$ cat config.mk
export PLATFORM = sky130hd
export DESIGN_NAME = xbar_route_ctrl
export DESIGN_NICKNAME = d
export VERILOG_FILES = /design/src/rtl/xbar_pkg.sv /design/src/rtl/xbar_addr_decode.sv /design/src/rtl/xbar_cfg_stage.sv /design/src/rtl/xbar_mux_core.sv /design/src/rtl/xbar_route_ctrl.sv
export SDC_FILE = /design/constraint.sdc
export NUM_CORES = 1
export LEC_CHECK = 0
export ABC_CLOCK_PERIOD_IN_PS = 2430
export BUFFER_PORTS_ARGS = -buffer_cell sky130_fd_sc_hd__buf_2
export CAP_MARGIN = 10
export CORE_AREA = 2 2 315 239
export DETAILED_ROUTE_END_ITERATION = 6
export DIE_AREA = 0 0 317 241
export RECOVER_POWER = 100
export SYNTH_ARGS = -nofsm -noshare
export SYNTH_HDL_FRONTEND = slang
export SYNTH_SLANG_ARGS = --single-unit
$ cat constraint.sdc
create_clock -name clk -period 2.43 [get_ports clk]
set_clock_uncertainty 0.05 [all_clocks]
set_input_delay 0.3645 -clock clk [delete_from_list [all_inputs] [get_ports clk]]
set_output_delay 0.3645 -clock clk [all_outputs]
set_load 0.02 [all_outputs]
$ cat src/rtl/xbar_pkg.sv
package xbar_pkg;
  parameter int XP_PORTS   = 34;
  parameter int XP_SEL_W   = 6;
  localparam int XP_BIN_PORTS = 2 ** (XP_SEL_W - 1);

  typedef logic [XP_SEL_W-1:0] sel_t;

  // Map a port code to a port index: low half binary, upper half aliases
  // onto the two extra ports selected by the second-highest bit.
  function automatic sel_t xp_decode(input sel_t code);
    if (code[XP_SEL_W-1])
      return sel_t'(XP_BIN_PORTS) + sel_t'(code[XP_SEL_W-2]);
    return code;
  endfunction
endpackage

$ cat src/rtl/xbar_addr_decode.sv
module xbar_addr_decode
  import xbar_pkg::*;
#(
  parameter int N = XP_PORTS
) (
  input  logic                      clk,
  input  logic                      rst,
  input  logic [1:0]                mode,
  input  sel_t                      in_addr,
  input  logic [N-1:0]              out_sel,
  output logic [N-1:0]              tgt_mask,
  output logic [N-1:0][XP_SEL_W-1:0] new_sel
);
  logic multi_mode;
  logic pass_mode;
  sel_t in_port;
  sel_t out_port;

  function automatic logic [N-1:0] pick_one(input sel_t idx);
    logic [N-1:0] r;
    for (int i = 0; i < N; i++) r[i] = (idx == sel_t'(i));
    return r;
  endfunction

  assign multi_mode = mode[0];
  assign pass_mode  = mode[1];
  assign in_port    = xp_decode(in_addr);
  assign out_port   = xp_decode(out_sel[XP_SEL_W-1:0]);

  always_comb tgt_mask = multi_mode ? out_sel : pick_one(out_port);

  for (genvar n = 0; n < N; n++) begin : g_sel
    assign new_sel[n] = pass_mode ? sel_t'(n) : in_port;
  end

  AST_SINGLE_TARGET: assert property (@(posedge clk) disable iff (rst)
    !multi_mode |-> ($countones(tgt_mask) == 1));
endmodule

$ cat src/rtl/xbar_cfg_stage.sv
module xbar_cfg_stage
  import xbar_pkg::*;
#(
  parameter int N = XP_PORTS
) (
  input  logic                       clk,
  input  logic                       rst,
  input  logic                       load,
  input  logic                       commit,
  input  logic [N-1:0]               tgt_mask,
  input  logic [N-1:0][XP_SEL_W-1:0] new_sel,
  output logic [N-1:0][XP_SEL_W-1:0] cfg_sel
);
  logic [N-1:0][XP_SEL_W-1:0] prog_q;
  logic [N-1:0][XP_SEL_W-1:0] prog_next;
  logic [N-1:0]               wr_evt;

  for (genvar n = 0; n < N; n++) begin : g_port
    assign wr_evt[n]    = load & tgt_mask[n];
    assign prog_next[n] = wr_evt[n] ? new_sel[n] : prog_q[n];

    always_ff @(posedge clk) begin
      if (rst) begin
        prog_q[n]  <= sel_t'(n);
        cfg_sel[n] <= sel_t'(n);
      end else begin
        prog_q[n] <= prog_next[n];
        if (commit) cfg_sel[n] <= prog_next[n];
      end
    end

    AST_UNTARGETED_HOLD: assert property (@(posedge clk) disable iff (rst)
      (load && !tgt_mask[n]) |=> $stable(prog_q[n]));
    AST_ROUTE_RANGE: assert property (@(posedge clk) disable iff (rst)
      cfg_sel[n] < sel_t'(N));
  end

  AST_PROG_IDLE: assert property (@(posedge clk) disable iff (rst)
    !load |=> $stable(prog_q));
  AST_CFG_HOLD: assert property (@(posedge clk) disable iff (rst)
    !commit |=> $stable(cfg_sel));
  AST_CFG_COPY: assert property (@(posedge clk) disable iff (rst)
    commit |=> (cfg_sel == prog_q));
endmodule

$ cat src/rtl/xbar_mux_core.sv
module xbar_mux_core
  import xbar_pkg::*;
#(
  parameter int N = XP_PORTS
) (
  input  logic [N-1:0]               data_in,
  input  logic [N-1:0][XP_SEL_W-1:0] cfg_sel,
  output logic [N-1:0]               data_out
);
  for (genvar n = 0; n < N; n++) begin : g_mux
    assign data_out[n] = (cfg_sel[n] < sel_t'(N)) ? data_in[cfg_sel[n]] : 1'b0;
  end
endmodule

$ cat src/rtl/xbar_route_ctrl.sv
module xbar_route_ctrl
  import xbar_pkg::*;
#(
  parameter int N = XP_PORTS
) (
  input  logic                clk,
  input  logic                rst,
  input  logic                load,
  input  logic                commit,
  input  logic [1:0]          mode,
  input  logic [XP_SEL_W-1:0] in_addr,
  input  logic [N-1:0]        out_sel,
  input  logic [N-1:0]        data_in,
  output logic [N-1:0]        data_out
);
  logic [N-1:0]               tgt_mask;
  logic [N-1:0][XP_SEL_W-1:0] new_sel;
  logic [N-1:0][XP_SEL_W-1:0] cfg_sel;

  xbar_addr_decode #(.N(N)) i_decode (
    .clk(clk), .rst(rst), .mode(mode), .in_addr(in_addr),
    .out_sel(out_sel), .tgt_mask(tgt_mask), .new_sel(new_sel)
  );

  xbar_cfg_stage #(.N(N)) i_stage (
    .clk(clk), .rst(rst), .load(load), .commit(commit),
    .tgt_mask(tgt_mask), .new_sel(new_sel), .cfg_sel(cfg_sel)
  );

  xbar_mux_core #(.N(N)) i_core (
    .data_in(data_in), .cfg_sel(cfg_sel), .data_out(data_out)
  );
endmodule

======== Word-level counts from Yosys, hierarchy flattened ========
Cells that the tools add are included.
storage, ports and cells
  register bits ........................... 408
  bits of input ports ..................... 80
  output and inout bits ................... 34
  word-level logic and storage cells ...... 383
cells by class
  $add $sub $neg .......................... 2
  $lt $le $gt $ge ......................... 68
  eq/ne operators ......................... 33
  multiplexer cells ....................... 177
  bitwise operators ....................... 34
  reductions and logical operators ........ 1
operators by type and width
  kind                                                 count
  two-way mux 6 bit                                    72
  < comparator 6 x 7 -> 1 bit, second input constant   34
  binary-select mux 1 bit (select 6 bit)               34
  < comparator 6 bit, second input constant            34
  equality test 6 x 5 -> 1 bit, second input constant  16
  two-way mux 1 bit                                    70
  equality test 6 x 4 -> 1 bit, second input constant  8
  bitwise AND 1 bit                                    34
  two-way mux 34 bit                                   1
  equality test 6 x 3 -> 1 bit, second input constant  4
  adder 6 x 1 -> 6 bit, first input constant           2
  equality test 6 x 2 -> 1 bit, second input constant  2
  equality test 6 bit, second input constant           2
  equality test 6 x 1 -> 1 bit, second input constant  1
  logical NOT 6 bit                                    1

======== Logic depth before layout (Yosys ltp) ========
  word-level depth ........................ 7
  depth in mapped cells ................... 8
  gate-level depth less buffers ........... 5

======== Cells and area by module ========
From an unflattened synthesis, not the netlist that was laid out.
second synthesis, totals
  cell total of the unflattened synthesis .. 3,074
  area total of the unflattened synthesis .. 30,531.8 µm²
by module, submodules not included
  module            times used  cells each  area an instance (µm²)  sequential area each (µm²)
  xbar_cfg_stage    1           1,763       17,446.7                8,167.8
  xbar_mux_core     1           1,037       10,944.2                0.0
  xbar_addr_decode  1           274         2,140.8                 0.0

======== Least setup slack after synthesis ========
Ideal clock, no wire load.
  path type ............................... flip-flop to output port
  start ................................... register i_stage.cfg_sel[108] (netlist name)
  end ..................................... output data_out[18]
  data arrival time ....................... 1.846 ns
  data required time ...................... 2.016 ns
  setup slack ............................. 0.170 ns
  cell stages (with the launch flop) ...... 7
  path buffers ............................ 1
  cells stage by stage .................... dfxtp_1 > clkbuf_1 > mux4_2 > mux2i_1 > nor3_1 > nor4_1 > a21oi_1
on the way
  word-level cells in the longest chain between the ends .. 3
  elaborated cells on any way between the ends .. 4
  those cells by class .................... 1 x order compare; 3 x mux
RTL lines
  item                                     RTL line               RTL
  start: declaration                       xbar_cfg_stage.sv:12   output logic [N-1:0][XP_SEL_W-1:0] cfg_sel
  start signal: indexed assignment         xbar_cfg_stage.sv:25   cfg_sel[n] <= sel_t'(n);
  start signal: indexed assignment         xbar_cfg_stage.sv:28   if (commit) cfg_sel[n] <= prog_next[n];
  binary-select mux 1 bit (select 6 bit)   xbar_mux_core.sv:11    assign data_out[n] = (cfg_sel[n] < sel_t'(N)) ? data_in[cfg_sel[n]] : 1'b0;
  two-way mux 1 bit (not written as such)  xbar_mux_core.sv:11
  two-way mux 1 bit (*)                    xbar_mux_core.sv:11
  end: declaration                         xbar_route_ctrl.sv:14  output logic [N-1:0] data_out
Every way passes the cells marked *; elsewhere a longest branch is shown, timed or not. The select of a mux whose other input is x is not followed.

======== Worst setup path after layout ========
  start ................................... register i_stage.cfg_sel[168] (netlist name)
  end ..................................... output data_out[28]
Same word-level chain as after synthesis.

==> results <==
- The die area is between 70,000 and 80,000 um2.
- At the pin with the least slew margin, the transition time is 1.075 ns.
- The critical path is of the flip-flop to output pin type.
- The checks that failed: setup timing.
- The non-filler instance count after layout is between 3,000 and 4,000.
- The top-level port count is around 110.
- The critical path endpoint category is an output pin.
- The endpoint of the worst hold path is i_stage.cfg_sel[10].
- The cell sitting at the root of the clock tree is a clkbuf_16.
- The number of nets in the synthesized netlist is 2,641.
- The maximum number of pins on one net before global-route repair is 110.
- The worst slew margin relative to its limit is 28.34%.
- The first global-routing pass estimated 150,900 um of wire.
- Before antenna repair, the detailed router went through 5 iterations.
- The data arrival time of the critical path is roughly 2.6 ns.
- The total power is 19.13 mW.
- In the layout the commonest cells are 344 x dfxtp_1, 328 x nor2_1, 302 x buf_4.
- Summing over every cut layer, the via total after detailed routing is between 20,000 and 25,000.
- STA puts the critical path data required time at approximately 2.0 ns.
- The H-tree depth is 2.
- The worst min-delay path category is primary input to flip-flop.
- Along the worst path, the maximum fanout reaches 7.
- After clock tree synthesis, the clock-pin slew on the worst setup and hold paths is ~0.07 ns.
- The final-report setup violation count is 43.
- The width of the die is between 300 and 400 um.
- Counting every sink on the clock net gives roughly 410.
- Counting flops with a built-in enable in the synthesized netlist gives 0.
- The aggregate global routing overflow is 0.
- The initial antenna violation count came to 6.
- The highest ir drop seen on vdd is between 400 and 500 uV.
- Summed over all cells, the static leakage comes to 12.03 nW.
- The cell area after layout is about 32,000 um2.
- The number of cells traversed by the worst register-to-register path is 4.
- The number of hold violations in the final report is 0.
- The endpoint of the most critical register-to-register path is i_stage.cfg_sel[138].
- TritonCTS built the clock tree.
- Setup repair after global routing could not meet its margin everywhere.
- The number of remaining DRC errors is 0.
- In this run the cell area of the synthesized design comes to roughly 25,000 um2.
- The clock latency on the worst-skew pair is ~0.6 ns.
- Detailed placement finished with a half-perimeter wire length of 72,970 um.
- The maximum clock frequency is ~340 MHz.
- The number of slew-limit violations in the final report is 0.
- In this run the most critical hold path is launched from commit.
- The number of global-route vias before repair is 22,720.
- The cell count after synthesis came out at between 2,000 and 3,000.
- The worst-case register-to-register setup slack is 1.25 ns.
- After synthesis, the mean cell area works out to between 9 and 10 um2.
- For this block, the initial DRC count from the detailed router was around 2,900.
- The worst hold slack after final layout is around 0.16 ns.
- The startpoint identified for the worst register-to-register timing path is i_stage.cfg_sel[138].
- The core outline area is roughly 73,000 um2.
- The die height is ~240 um.
- The number of synthesis warnings is 0.
- Counting along the longest clock path gives a buffer depth of 3.
- In this run the tool buffered the top-level ports with roughly 110 buffer cells.
- Counting distinct cell types in the post-synthesis netlist gives 62.
- Cells with a size suffix above 1 make up 38.98% of the layout.
- The number of max-capacitance violations reported is 0.
- In this run the remaining antenna-violating nets after routing total 0.
- At the end of the flow, the number of nets in the layout was around 2,900.
- The effective utilization at floorplan is between 30% and 40%.
- In the routed layout, each cell is associated on average with a via count of 6.269.
- Compared with the post-synthesis result, the final layout area differs by 27.35%.
- After layout, the worst path uses 122.2% of the clock period.
- Global routing used a little over a quarter of the available tracks across all layers.
- The count of placed standard cells including taps is around 3,700.
- Subtracting the final worst setup slack from the clock period gives 2.970 ns.
- The cell depth of the worst hold path is 3.
- Leaving out fill and tap cells, the most frequent cell in the layout is dfxtp_1.
- The element type at the critical path start is a flip-flop.
- The floorplan has 86 rows.
- Dividing the detail-routed wire length by the instance count gives around 27 um.
- The placed cell area is 29,730 um2.
- The final worst slack is -0.5400 ns.
- In the synthesized netlist the dominant register cell turns out to be dfxtp_1.
- The placer congestion estimate is 0.9603.
- Sequential elements use about a third of the synthesized area.
- The wire length reported by the detailed router is 104,400 um.
- The flow ran to the end, but the final reports show violations.
- Clock tree synthesis inserted a total of 44 buffers.
- The total power density per cell area is about 590 nW/um2.
- The fraction of synthesis flops using an asynchronous set or reset pin is 0%.
- The flip-flop and latch count after synthesis is 408.
## critical path, stage by stage, from the launching register on
cell,delay (ns)
dfxtp_4,0.37
buf_12,0.12
mux4_2,0.51
mux2i_1,0.21
nor4b_1,0.08
a311oi_1,0.27
o31ai_2,0.19
buf_4,0.20
## layer usage
layer,share of wire [%],GRT usage (%),vias up
met5,0.065,0,-
met4,3.9,9.362,10
met3,14,7.733,277
met2,41,38.06,1620
met1,41,38.19,11813
li1,-,-,10248
## where the power goes
part           internal, mW  switching (mW)
Sequential             6.95           0.352
Combinational          2.24            2.42
Clock                  4.21            2.96
## synthesized netlist by cell type, types with 4 or more instances
library cell  count  area [um2]
o2111ai_1         5       43.79
nand2b_1         73       456.7
a41oi_1           4       35.03
a31oi_1          43       269.0
clkbuf_1        288        1081
nand3_1          24       120.1
mux4_2          268        6036
nor2_1          327        1227
a21oi_2           7       61.31
or4b_2            4       40.04
a211o_1           7       61.31
and3b_1          12       105.1
nand2_1          71       266.5
and4b_1           4       40.04
o22ai_1          48       300.3
dfxtp_1         408        8168
a311oi_1         20       175.2
a32oi_1          12       105.1
and3_1           18       112.6
nor4_1           29       181.4
mux2_2           34       382.9
o211ai_1         17       127.6
nor4b_1          25       219.0
o31ai_1           9       67.56
nand4b_1         12       105.1
nor2b_1          17       106.4
a211oi_1        125       938.4
nand3b_1         19       142.6
a21bo_2          29       290.3
o311a_1          12       120.1
a31o_2            8       70.07
nor3_1           13       65.06
nor3b_2           5       62.56
buf_2            24       120.1
buf_1            18       67.56
a21oi_1         178       890.9
and2_1           13       81.33
mux2i_1         145        1451
o31a_1            5       43.79
o32ai_1           4       35.03
o21ai_0          64       320.3
inv_1            35       131.4
or3_1             5       31.28
or2_2            31       193.9
o22a_1           15       131.4
## registers in the layout, summed over array words and instances (netlist names)
register,flops
i_stage.cfg_sel,204
i_stage.prog_q,204
## cell families after synthesis
logic type / after synthesis / synth area share [%]
simple gates: 714 / 14.38
flops: 408 / 32.15
compound gates: 624 / 16.86
buf+inv: 367 / 5.570
mux: 448 / 31.04
## final cells by class
class / count / area (um2)
clock inverter: 15 / 198.9
inverter: 35 / 133.9
multi-input combinational: 1786 / 16270
antenna: 2 / 5.005
tap: 968 / 1211
fill: 6827 / 40710
sequential: 408 / 8318
clock buffer: 66 / 1325
timing repair buffer: 543 / 4888
## per-stage QoR
stage | TNS, ns | utilization (%) | setup WS, ns
final | -10.64 | 44.28 | -0.5400
after global routing | -19.21 | 44.28 | -0.5878
after CTS | -10.62 | 44.11 | -0.5177
after detailed placement | -2.894 | 40.69 | -0.2349
after global placement | -2.246 | 40.69 | -0.2383
after floorplan | 0 | - | 0.1699
## what timing repair did
action,4_1_cts,5_1_grt
endpoints found under the hold margin,0,0
setup endpoints to repair,34,34
pin swaps,41,39
cloned,2,2
hold buffers,0,0
buffers inserted,37,15
resized for setup,213,62
## worst max path at each step
stage / start / to / slack, ns / depth (start not counted)
floorplan: i_stage.cfg_sel[108] / data_out[18] / 0.17 / 6
global placement: data_in[31] / data_out[5] / -0.24 / 8
detailed placement: data_in[31] / data_out[6] / -0.23 / 8
CTS: i_stage.cfg_sel[168] / data_out[28] / -0.52 / 7
global route: i_stage.cfg_sel[168] / data_out[28] / -0.59 / 7
finish: i_stage.cfg_sel[168] / data_out[28] / -0.54 / 7
No activity file was read; power rests on OpenSTA's default activity.
